--- config.mk ---
export PLATFORM = sky130hd
export DESIGN_NAME = access_splitter
export DESIGN_NICKNAME = d
export VERILOG_FILES = /design/src/rtl/access_splitter.sv
export SDC_FILE = /design/constraint.sdc
export NUM_CORES = 1
export LEC_CHECK = 0
export BUFFER_PORTS_ARGS = -buffer_cell sky130_fd_sc_hd__buf_2
export CAP_MARGIN = 20
export CELL_PAD_IN_SITES_DETAIL_PLACEMENT = 1
export CELL_PAD_IN_SITES_GLOBAL_PLACEMENT = 1
export CORE_MARGIN = 1
export CORE_UTILIZATION = 34
export DETAILED_ROUTE_END_ITERATION = 10
export HOLD_SLACK_MARGIN = 0.12
export PLACE_DENSITY_LB_ADDON = 0.1
export SLEW_MARGIN = 0
export SYNTH_ARGS = -nofsm -noshare
export SYNTH_HDL_FRONTEND = slang
export SYNTH_SLANG_ARGS = --single-unit
--- constraint.sdc ---
create_clock -name clk -period 2.05 [get_ports clk]
set_input_delay 0.3075 -clock clk [delete_from_list [all_inputs] [get_ports clk]]
set_output_delay 0.3075 -clock clk [all_outputs]
set_load 0.01 [all_outputs]
--- src/rtl/access_splitter.sv ---
module access_splitter #(
  parameter int ADDR_W = 16
) (
  input  logic              clk,
  input  logic              rst_n,
  input  logic              req_valid,
  input  logic              req_write,
  input  logic [1:0]        req_size,
  input  logic [ADDR_W-1:0] req_addr,
  input  logic [31:0]       req_wdata,
  input  logic              req_periph,
  input  logic              cfg_ext8,
  output logic              busy,
  output logic              bus_valid,
  output logic              bus_write,
  output logic [ADDR_W-1:0] bus_addr,
  output logic [1:0]        bus_be,
  output logic [15:0]       bus_wdata,
  input  logic [15:0]       bus_rdata,
  input  logic              bus_ready,
  output logic              done,
  output logic [31:0]       rdata
);

  logic              busy_q, wr_q, narrow_q, done_q;
  logic [ADDR_W-1:0] addr_q;
  logic [2:0]        rem_q;
  logic [1:0]        off_q;
  logic [31:0]       wd_q, rd_q;

  wire        single = narrow_q | addr_q[0] | (rem_q == 3'd1);
  wire [2:0]  step   = single ? 3'd1 : 3'd2;
  wire [4:0]  sh     = {off_q, 3'b000};
  wire [31:0] wd_sh  = wd_q >> sh;
  wire [7:0]  rd_lo  = (!narrow_q && addr_q[0]) ? bus_rdata[15:8] : bus_rdata[7:0];
  wire [31:0] rd_ins = {16'h0, bus_rdata[15:8], rd_lo} << sh;
  wire [31:0] rd_msk = (single ? 32'h0000_00FF : 32'h0000_FFFF) << sh;
  wire        fire   = busy_q & bus_ready;

  assign busy      = busy_q;
  assign bus_valid = busy_q;
  assign bus_write = wr_q;
  assign bus_addr  = addr_q;
  assign bus_wdata = single ? {wd_sh[7:0], wd_sh[7:0]} : wd_sh[15:0];
  assign bus_be    = narrow_q ? 2'b01 : (!single ? 2'b11 : (addr_q[0] ? 2'b10 : 2'b01));
  assign done      = done_q;
  assign rdata     = rd_q;

  always_ff @(posedge clk) begin
    if (!rst_n) begin
      busy_q   <= 1'b0;
      wr_q     <= 1'b0;
      narrow_q <= 1'b0;
      done_q   <= 1'b0;
      addr_q   <= '0;
      rem_q    <= 3'd0;
      off_q    <= 2'd0;
      wd_q     <= 32'h0;
      rd_q     <= 32'h0;
    end else begin
      done_q <= 1'b0;
      if (!busy_q && req_valid) begin
        busy_q   <= 1'b1;
        wr_q     <= req_write;
        narrow_q <= !req_periph && cfg_ext8;
        addr_q   <= req_addr;
        off_q    <= 2'd0;
        wd_q     <= req_wdata;
        rd_q     <= 32'h0;
        case (req_size)
          2'b00:   rem_q <= 3'd1;
          2'b01:   rem_q <= 3'd2;
          default: rem_q <= 3'd4;
        endcase
      end else if (fire) begin
        if (!wr_q) rd_q <= (rd_q & ~rd_msk) | (rd_ins & rd_msk);
        addr_q <= addr_q + ADDR_W'(step);
        off_q  <= off_q + step[1:0];
        rem_q  <= rem_q - step;
        if (rem_q == step) begin
          busy_q <= 1'b0;
          done_q <= 1'b1;
        end
      end
    end
  end

  a_r1_take: assert property (@(posedge clk) disable iff (!rst_n)
    !busy_q && req_valid |=> busy_q);
  a_r10_hold: assert property (@(posedge clk) disable iff (!rst_n)
    busy_q && !bus_ready |=> busy_q && $stable(bus_addr) && $stable(bus_be) && $stable(bus_wdata));
  a_r4_half_even: assert property (@(posedge clk) disable iff (!rst_n)
    busy_q && bus_be == 2'b11 |-> !bus_addr[0]);
  a_r2_narrow_lane: assert property (@(posedge clk) disable iff (!rst_n)
    busy_q && !req_periph && cfg_ext8 && narrow_q |-> bus_be == 2'b01);
  a_r11_done_pulse: assert property (@(posedge clk) disable iff (!rst_n)
    done_q |=> !done_q);
  a_r11_done_after: assert property (@(posedge clk) disable iff (!rst_n)
    done_q |-> $past(busy_q && bus_ready) && !busy_q);

endmodule

==> results.txt, run 1 <==
The run finished, with violations left. The final reports fail on setup timing. The maximum vdd ir drop came out at about 370 uV. In this run, distinct cell masters in the synthesized netlist total 65. The biggest cell delay along the critical path is ~0.45 ns. The share of synthesized flip-flops with an asynchronous set or reset is 0.

The maximum fanout count along the critical path is 8. The root buffer cell chosen for the clock tree is sky130_fd_sc_hd__clkbuf_16. The pin slew with the least headroom to its limit is 0.559 ns.

The clock insertion delay at the later pin of the skew report is 0.35 ns. The final count of negative-setup-slack endpoints is 9. The HPWL after detailed placement is 11.2 mm. The detailed-route wire length per cell is roughly 18 um. The library cell contributing the largest single delay on the critical path is sky130_fd_sc_hd__or3b_4. The synthesized netlist occupies a cell area of 0.00462 mm2. The number of antenna diodes in the final layout is 0. The total area inside the core boundary comes to 0.0132 mm2. The clock passes through at most 2 buffers. The ratio of final minimum period to clock period came out at 1.14. After technology mapping, the gate count stands at 553. The mean post-synth cell area is between 8 and 9 um2. Clock-pin slew was measured on the worst setup and hold paths at 0.06 ns. In this run the worst hold path is classified as in2reg.

The number of pins exceeding their max-slew limit in the final report was 0. The total track usage came out at 0.230. The total routed wirelength is approximately 16 mm. The net count of the finished layout is approximately 800.

The detailed router placed roughly 4,800 vias in this run. The synthesized net count is between 600 and 700. The level count of the clock H-tree came out at 3. The die boundary height is ~120 um.

For this design the ratio of total power to cell area is 721 mW/mm2. Once detail routing completed, the nets flagged for antenna violations numbered 0. The total DRC errors in the routed layout came out at 0.

The largest net degree at the start of global routing is 47. The worst endpoint required time is between 1.5 and 2 ns. The main flop type after synthesis is sky130_fd_sc_hd__dfxtp_1. The layout overhead on the synthesized area came out at 37.2%.

The cell count after placement is around 870. The number of I/O pins came out at around 140. The count of max-cap constraint violations came out at 0.

The initial antenna violation count is 0. The CTS tree is done. By instance count, the cell type seen most on the critical path is sky130_fd_sc_hd__buf_6. The x dimension of the die is 119 um. The final hold violation count came out at 0. The cts-stage hold buffer count is 0.

The port buffer count came out at approximately 140. The vias per cell is ~5.3. Setup repair after global routing could not meet its margin everywhere. Traced cell by cell, the critical path runs through or3b_4, buf_6, a21oi_4, buf_6, a22o_1, a221o_1, buf_2. The first-iteration detailed-routing DRC count is approximately 220.

The setup slack after layout came out at -0.293 ns. The final hold slack is around 0.19 ns. The starting density of the core is 0.349. The critical path is of the reg2out type. The kind of end point of the critical path is an output pin. For this design the static power due to leakage is between 0.002 and 0.003 uW. Routability-driven placement finished with a final weighted congestion of between 0.8 and 0.9.

The flip-flop and latch count after synthesis is a little under 90. The signal arrival time at the worst endpoint is just over 2 ns. The number of inserted filler cells in the final layout came out at about 1,600.

The wire length of the first global-routing pass is between 20 and 30 mm. The number of clock sinks is roughly 90. The final instance count without filler cells is 900.

The startpoint type of the worst setup path is a register. The share of cells above drive strength 1 is 0.362. The max-slew headroom at the worst pin came out at 0.623.

The count of yosys warnings during synthesis came out at 0. The count of standard-cell rows is between 40 and 50. The full die area is between 0.01 and 0.015 mm2. The overflow left after global routing came out at 0. Counting the buffers created by CTS gives 9.

The worst path in the final design needs a cycle of between 2 and 2.5 ns, including I/O delays and setup. Yosys mapped a number of flops with a built-in enable equal to 0. Static timing analysis puts the maximum clock frequency at ~430 MHz. The share of the Yosys chip area taken by registers is 0.385. The number of iterations in the first detailed-routing pass came out at 4. The setup clock skew after layout came out at ~0.0075 ns. The via count of the first global-routing pass came out at slightly below 5,000.
-- area by class of cell --
class,instances,area [um2],share of cell area
timing repair buffer,199,1250,0.197
sequential,89,1790,0.282
clock inverter,3,40.0,0.00631
inverter,8,46.3,0.00730
tap,176,220,0.0347
multi-input combinational,413,2740,0.432
clock buffer,12,256,0.0404
-- stage by stage --
stage / setup WS [ns] / cell area (um2) / util / power (uW) / setup TNS (ns)
floorplan: 0.0512 / 4620 / - / 2440 / 0
global route: -0.368 / 6340 / 0.479 / 4780 / -3.43
detailed placement: -0.109 / 5700 / 0.430 / 2810 / -1.04
CTS: -0.310 / 6190 / 0.467 / 4590 / -2.13
finish: -0.293 / 6340 / 0.479 / 4580 / -2.05
global placement: -0.0429 / 5700 / 0.430 / 2780 / -0.177
-- logic make-up after synthesis --
family	after synthesis	synth area share
flip-flops	89	0.385
buffers and inverters	51	0.0514
AND/OR/NAND/NOR	209	0.218
adder cells (fa/ha/maj)	6	0.0179
AO/OA/AOI/OAI	159	0.238
XOR/XNOR	2	0.00379
multiplexers	37	0.0858
-- cell usage in the layout (no fill, tap or decap), drive strengths merged, types with 7 or more instances in the layout --
cell type / synthesis / layout
mux2i: 25 / 25
nand2: 99 / 99
a21oi: 51 / 51
nor3: 12 / 12
clkbuf: 17 / 13
a22o: 17 / 17
nor2: 44 / 44
a211oi: 22 / 22
buf: 26 / 198
a31oi: 7 / 7
a221o: 8 / 8
o21ai: 22 / 22
dfxtp: 89 / 89
nand3: 8 / 8
mux2: 12 / 12
-- metal layers --
metal	global-route usage	wire [um]	up-vias
met5	0	0	-
met4	0.0886	477	0
met3	0.0425	696	33
met2	0.393	7730	139
met1	0.285	7040	2290
li1	-	-	2342
-- path summary, 6_finish.rpt --
| kind | from | to | slack, ns | cells after the start |
|---|---|---|---|---|
| worst max-delay path | rem_q[2] | bus_wdata[13] | -0.29 | 7 |
| worst min-delay path | req_wdata[31] | wd_q[31] | 0.19 | 3 |
| worst max register to register | bus_addr[0] | rem_q[1] | -0.03 | 11 |
| worst min register to register | wd_q[12] | wd_q[12] | 0.45 | 2 |
-- critical path, delay by kind of cell, from the launching register on --
kind                   cells  cell delay (ns)
and+or+nand+nor            1             0.45
buffers and inverters      3             0.45
AOI/OAI and AO/OA          3             0.48
DFF                        1             0.31
-- what timing repair did --
action | in CTS | in global routing
gates resized for setup | 23 | 23
cloned | 0 | 3
setup buffers | 13 | 3
pin swaps | 18 | 14
hold endpoints to repair | 0 | 0
setup endpoints to repair | 28 | 35
-- synthesized netlist by cell type, types with 6 or more instances --
cell type                    n  area share
sky130_fd_sc_hd__a211oi_1   22       0.036
sky130_fd_sc_hd__a21oi_1    49       0.053
sky130_fd_sc_hd__a221o_1     8       0.017
sky130_fd_sc_hd__a22o_1     17       0.032
sky130_fd_sc_hd__a31oi_1     6      0.0081
sky130_fd_sc_hd__buf_1       9      0.0073
sky130_fd_sc_hd__buf_2      11       0.012
sky130_fd_sc_hd__clkbuf_1   17       0.014
sky130_fd_sc_hd__dfxtp_1    89        0.39
sky130_fd_sc_hd__inv_1       6      0.0049
sky130_fd_sc_hd__mux2_2      9       0.022
sky130_fd_sc_hd__mux2i_1    25       0.054
sky130_fd_sc_hd__nand2_1    97       0.079
sky130_fd_sc_hd__nand3_1     8      0.0087
sky130_fd_sc_hd__nand4_1     6      0.0081
sky130_fd_sc_hd__nor2_1     43       0.035
sky130_fd_sc_hd__nor3_1      9      0.0097
sky130_fd_sc_hd__o2111ai_1   6       0.011
sky130_fd_sc_hd__o21ai_0    21       0.023
-- where the power goes --
| part | leakage [uW] | internal [uW] | switching, uW | total (uW) |
|---|---|---|---|---|
| sequential | 0.000729 | 1820 | 78.0 | 1900 |
| combinational | 0.00182 | 447 | 542 | 989 |
| clock | 0.000148 | 1000 | 689 | 1690 |
| total | 0.00270 | 3270 | 1310 | 4580 |
Power figures use the tool's default switching activity.
==> run 2: changes to the inputs <==
Settings changed: SETUP_SLACK_MARGIN from default to 0.3.
==> results.txt, run 2 (same netlist as run 1, synthesis figures left out) <==
Status: finished, violations left (unchanged). Violations in the final reports: setup timing (unchanged). The final hold violation count came out at 0 (unchanged). The relative contribution of combinational cells to total power came out at 0.220 (was 0.216). The share of cells above drive strength 1 came to 0.402 (was 0.362).

The worst setup timing slack at the placement stage is -0.112 ns (was -0.109 ns). The total routed wirelength is 15.9 mm (about the same). The final count of negative-setup-slack endpoints is 13 (was 9). The total power divided by cell area came to 715 mW/mm2 (was 721 mW/mm2). The x dimension of the die came out at 119 um (unchanged).

The power spent charging and discharging nets is 1300 uW (was 1310 uW). The final critical-path required period came out at 2.25 ns (was 2.34 ns). The cts-stage hold buffer count came to 0 (unchanged). The buffer cell driving the clock tree root is sky130_fd_sc_hd__clkbuf_16 (unchanged).

The worst endpoint required time is 1.74 ns (about the same). The number of pins exceeding their max-slew limit in the final report is 0 (unchanged). Most frequent cells in the layout: 141 x sky130_fd_sc_hd__buf_2, 90 x sky130_fd_sc_hd__nand2_1, 82 x sky130_fd_sc_hd__dfxtp_1 (was 142 x sky130_fd_sc_hd__buf_2, 96 x sky130_fd_sc_hd__nand2_1, 85 x sky130_fd_sc_hd__dfxtp_1). The wire length of the first global-routing pass is 25.1 mm (was 25.5 mm). The antenna cell count was 0 (unchanged).

The number of inserted filler cells in the final layout came out at 1,627 (was 1,628). The type of the worst min-delay path is in2reg (unchanged). The switching part of the total is 0.276 (was 0.286). The CTS tree was done (unchanged). The via count of the first global-routing pass came out at 4,896 (was 4,919). The count of max-cap constraint violations came out at 0 (unchanged). The starting density of the core is 0.349 (unchanged). The signal arrival time at the worst endpoint came to 1.95 ns (was 2.04 ns). The finished layout cell area came out at 0.00659 mm2 (was 0.00634 mm2). The level count of the clock H-tree is 3 (unchanged). The cell count after placement is 861 (was 866). The setup slack after layout came out at -0.203 ns (was -0.293 ns). The standard cell core area was 0.0132 mm2 (unchanged). The initial antenna violation count was 0 (unchanged).

The total number of vias came out at 4,863 (was 4,804). The total buffers and inverters traversed by the critical path came to 2 (was 3). The vias per cell came out at 5.39 (was 5.34).

The total track usage came out at 0.226 (was 0.230). The internal portion of total power came out at 3410 uW (was 3270 uW). The power share of the sequential group is 0.405 (was 0.415).

The category of cells accounting for the largest share of critical-path delay was simple AND/OR/NAND/NOR gates (was compound AO/OA/AOI/OAI gates). The clock-pin slew reported for the worst setup and hold paths after clock tree synthesis came out at 0.06 ns (about the same). The library cell contributing the largest single delay on the critical path is sky130_fd_sc_hd__or3b_4 (unchanged). The final instance count without filler cells is 903 (was 900).

The area of placed instances came to 0.00569 mm2 (was 0.00570 mm2). The full die area is 0.0141 mm2 (unchanged). The count of standard-cell rows came out at 42 (unchanged). The maximum fanout count along the critical path is 7 (was 8). The share of power burned in the clock network was 0.375 (was 0.369).

The largest net degree at the start of global routing is 56 (was 47). The number of iterations in the first detailed-routing pass is 4 (unchanged). The layout overhead on the synthesized area came out at 42.6% (was 37.2%). The maximum clock rate came to 444 MHz (was 427 MHz). The post-route antenna net violation count came out at 0 (unchanged).

The setup TNS after final layout came out at -1.60 ns (was -2.05 ns). The die boundary height is 119 um (unchanged). The maximum clock insertion buffer count came out at 2 (unchanged). The HPWL after detailed placement came to 11.2 mm (about the same). The first-iteration detailed-routing DRC count was 217 (was 215). The most common library cell in the layout ignoring fill and taps is sky130_fd_sc_hd__buf_2 (unchanged).

The number of clock sinks is 89 (unchanged). The startpoint type of the worst setup path is a register (unchanged). Setup repair after global routing missed its margin: true (unchanged). The overflow left after global routing is 0 (unchanged). The total DRC errors in the routed layout is 0 (unchanged). The final RePlAce weighted congestion is 0.858 (was 0.813). The biggest cell delay along the critical path came out at 0.45 ns (about the same). The pin slew with the least headroom to its limit is 0.656 ns (was 0.559 ns).

The setup clock skew after layout came to 0.00354 ns (was 0.00751 ns). The leakage power summed over all cells is 0.00280 uW (was 0.00270 uW). The port buffer count was 142 (unchanged). The kind of end point of the critical path was an output pin (unchanged). The max-slew headroom at the worst pin was 0.550 (was 0.623).

The clock insertion delay at the later pin of the skew report came to 0.34 ns (was 0.35 ns). The total CTS buffers is 9 (unchanged). The worst setup path category is reg2out (unchanged). The final core utilization is 0.498 (was 0.479). The number of I/O pins is 143 (unchanged).

Sequence of cells on the critical path: or3b_4, nand2_8, inv_12, a22o_1, a221o_1, buf_2 (was or3b_4, buf_6, a21oi_4, buf_6, a22o_1, a221o_1, buf_2). The maximum vdd ir drop is 357 uV (was 373 uV). The net count of the finished layout is 803 (was 799). The detailed-route wire length per cell is 17.6 um (was 17.7 um). The ratio of final minimum period to clock period is 1.10 (was 1.14).
run 2: cell types whose count changed in the layout (fill, tap and decap cells not counted), moves of 4 or more:
| cell | previous run | this run |
|---|---|---|
| sky130_fd_sc_hd__mux2_2 | 9 | 1 |
| sky130_fd_sc_hd__mux2_4 | 3 | 11 |
| sky130_fd_sc_hd__o21ai_0 | 21 | 14 |
| sky130_fd_sc_hd__nand2_1 | 96 | 90 |
| sky130_fd_sc_hd__nand2_2 | 2 | 8 |
| sky130_fd_sc_hd__o21ai_2 | 0 | 6 |
| sky130_fd_sc_hd__a211oi_1 | 20 | 16 |
| sky130_fd_sc_hd__a211oi_2 | 2 | 6 |
| sky130_fd_sc_hd__buf_6 | 9 | 13 |
run 2: worst register-to-register path: cells and delay by family (launching register included):
| kind | cells | cell delay [ns] |
|---|---|---|
| simple gates | 3 | 1.03 |
| flops | 1 | 0.32 |
| compound gates | 2 | 0.24 |
| fa+ha+maj | 1 | 0.18 |
| buf+inv | 1 | 0.13 |
| xor+xnor | 1 | 0.12 |
run 2: power groups by stage:
stage	clock network [uW]	logic [uW]	registers [uW]
after floorplan	0	512	1940
after global placement	0	846	1930
after detailed placement	0	867	1940
after CTS	1810	987	1900
after global routing	1890	1120	1920
final	1770	1040	1910
run 2: area by class of cell:
| class | count | area (um2) | share of cell area |
|---|---|---|---|
| timing repair buffer | 202 | 1310 | 0.198 |
| inverter | 8 | 42.5 | 0.00645 |
| timing repair inverter | 1 | 8.76 | 0.00133 |
| clock inverter | 3 | 65.1 | 0.00987 |
| multi-input combinational | 413 | 2900 | 0.440 |
| tap | 176 | 220 | 0.0334 |
| clock buffer | 11 | 253 | 0.0383 |
| sequential | 89 | 1800 | 0.272 |
run 2: path summary, 6_finish.rpt:
| check | start | to | slack (ns) | cells after the start |
|---|---|---|---|---|
| worst max-delay path | rem_q[1] | bus_wdata[12] | -0.20 | 6 |
| worst min-delay path | req_wdata[31] | wd_q[31] | 0.21 | 3 |
| worst max register to register | rem_q[1] | bus_addr[10] | -0.04 | 8 |
| worst min register to register | wd_q[14] | wd_q[14] | 0.46 | 2 |
run 2: layer usage:
layer | up-vias | wire length [um] | global-route usage
met3 | 29 | 659 | 0.0343
met5 | - | 0 | 0
li1 | 2357 | - | -
met4 | 0 | 402 | 0.0918
met1 | 2347 | 6840 | 0.276
met2 | 130 | 7960 | 0.394
run 2: stage by stage:
step	power (uW)	hold WS [ns]
global route	4930	0.208
CTS	4700	0.197
floorplan	2450	0.433
detailed placement	2810	0.448
finish	4710	0.207
global placement	2780	0.443
run 2: timing repair:
item / CTS / global route
resized for setup: 60 / 36
setup buffers: 17 / 8
cloned: 2 / 1
pin swaps: 11 / 12
setup endpoints to repair: 63 / 58
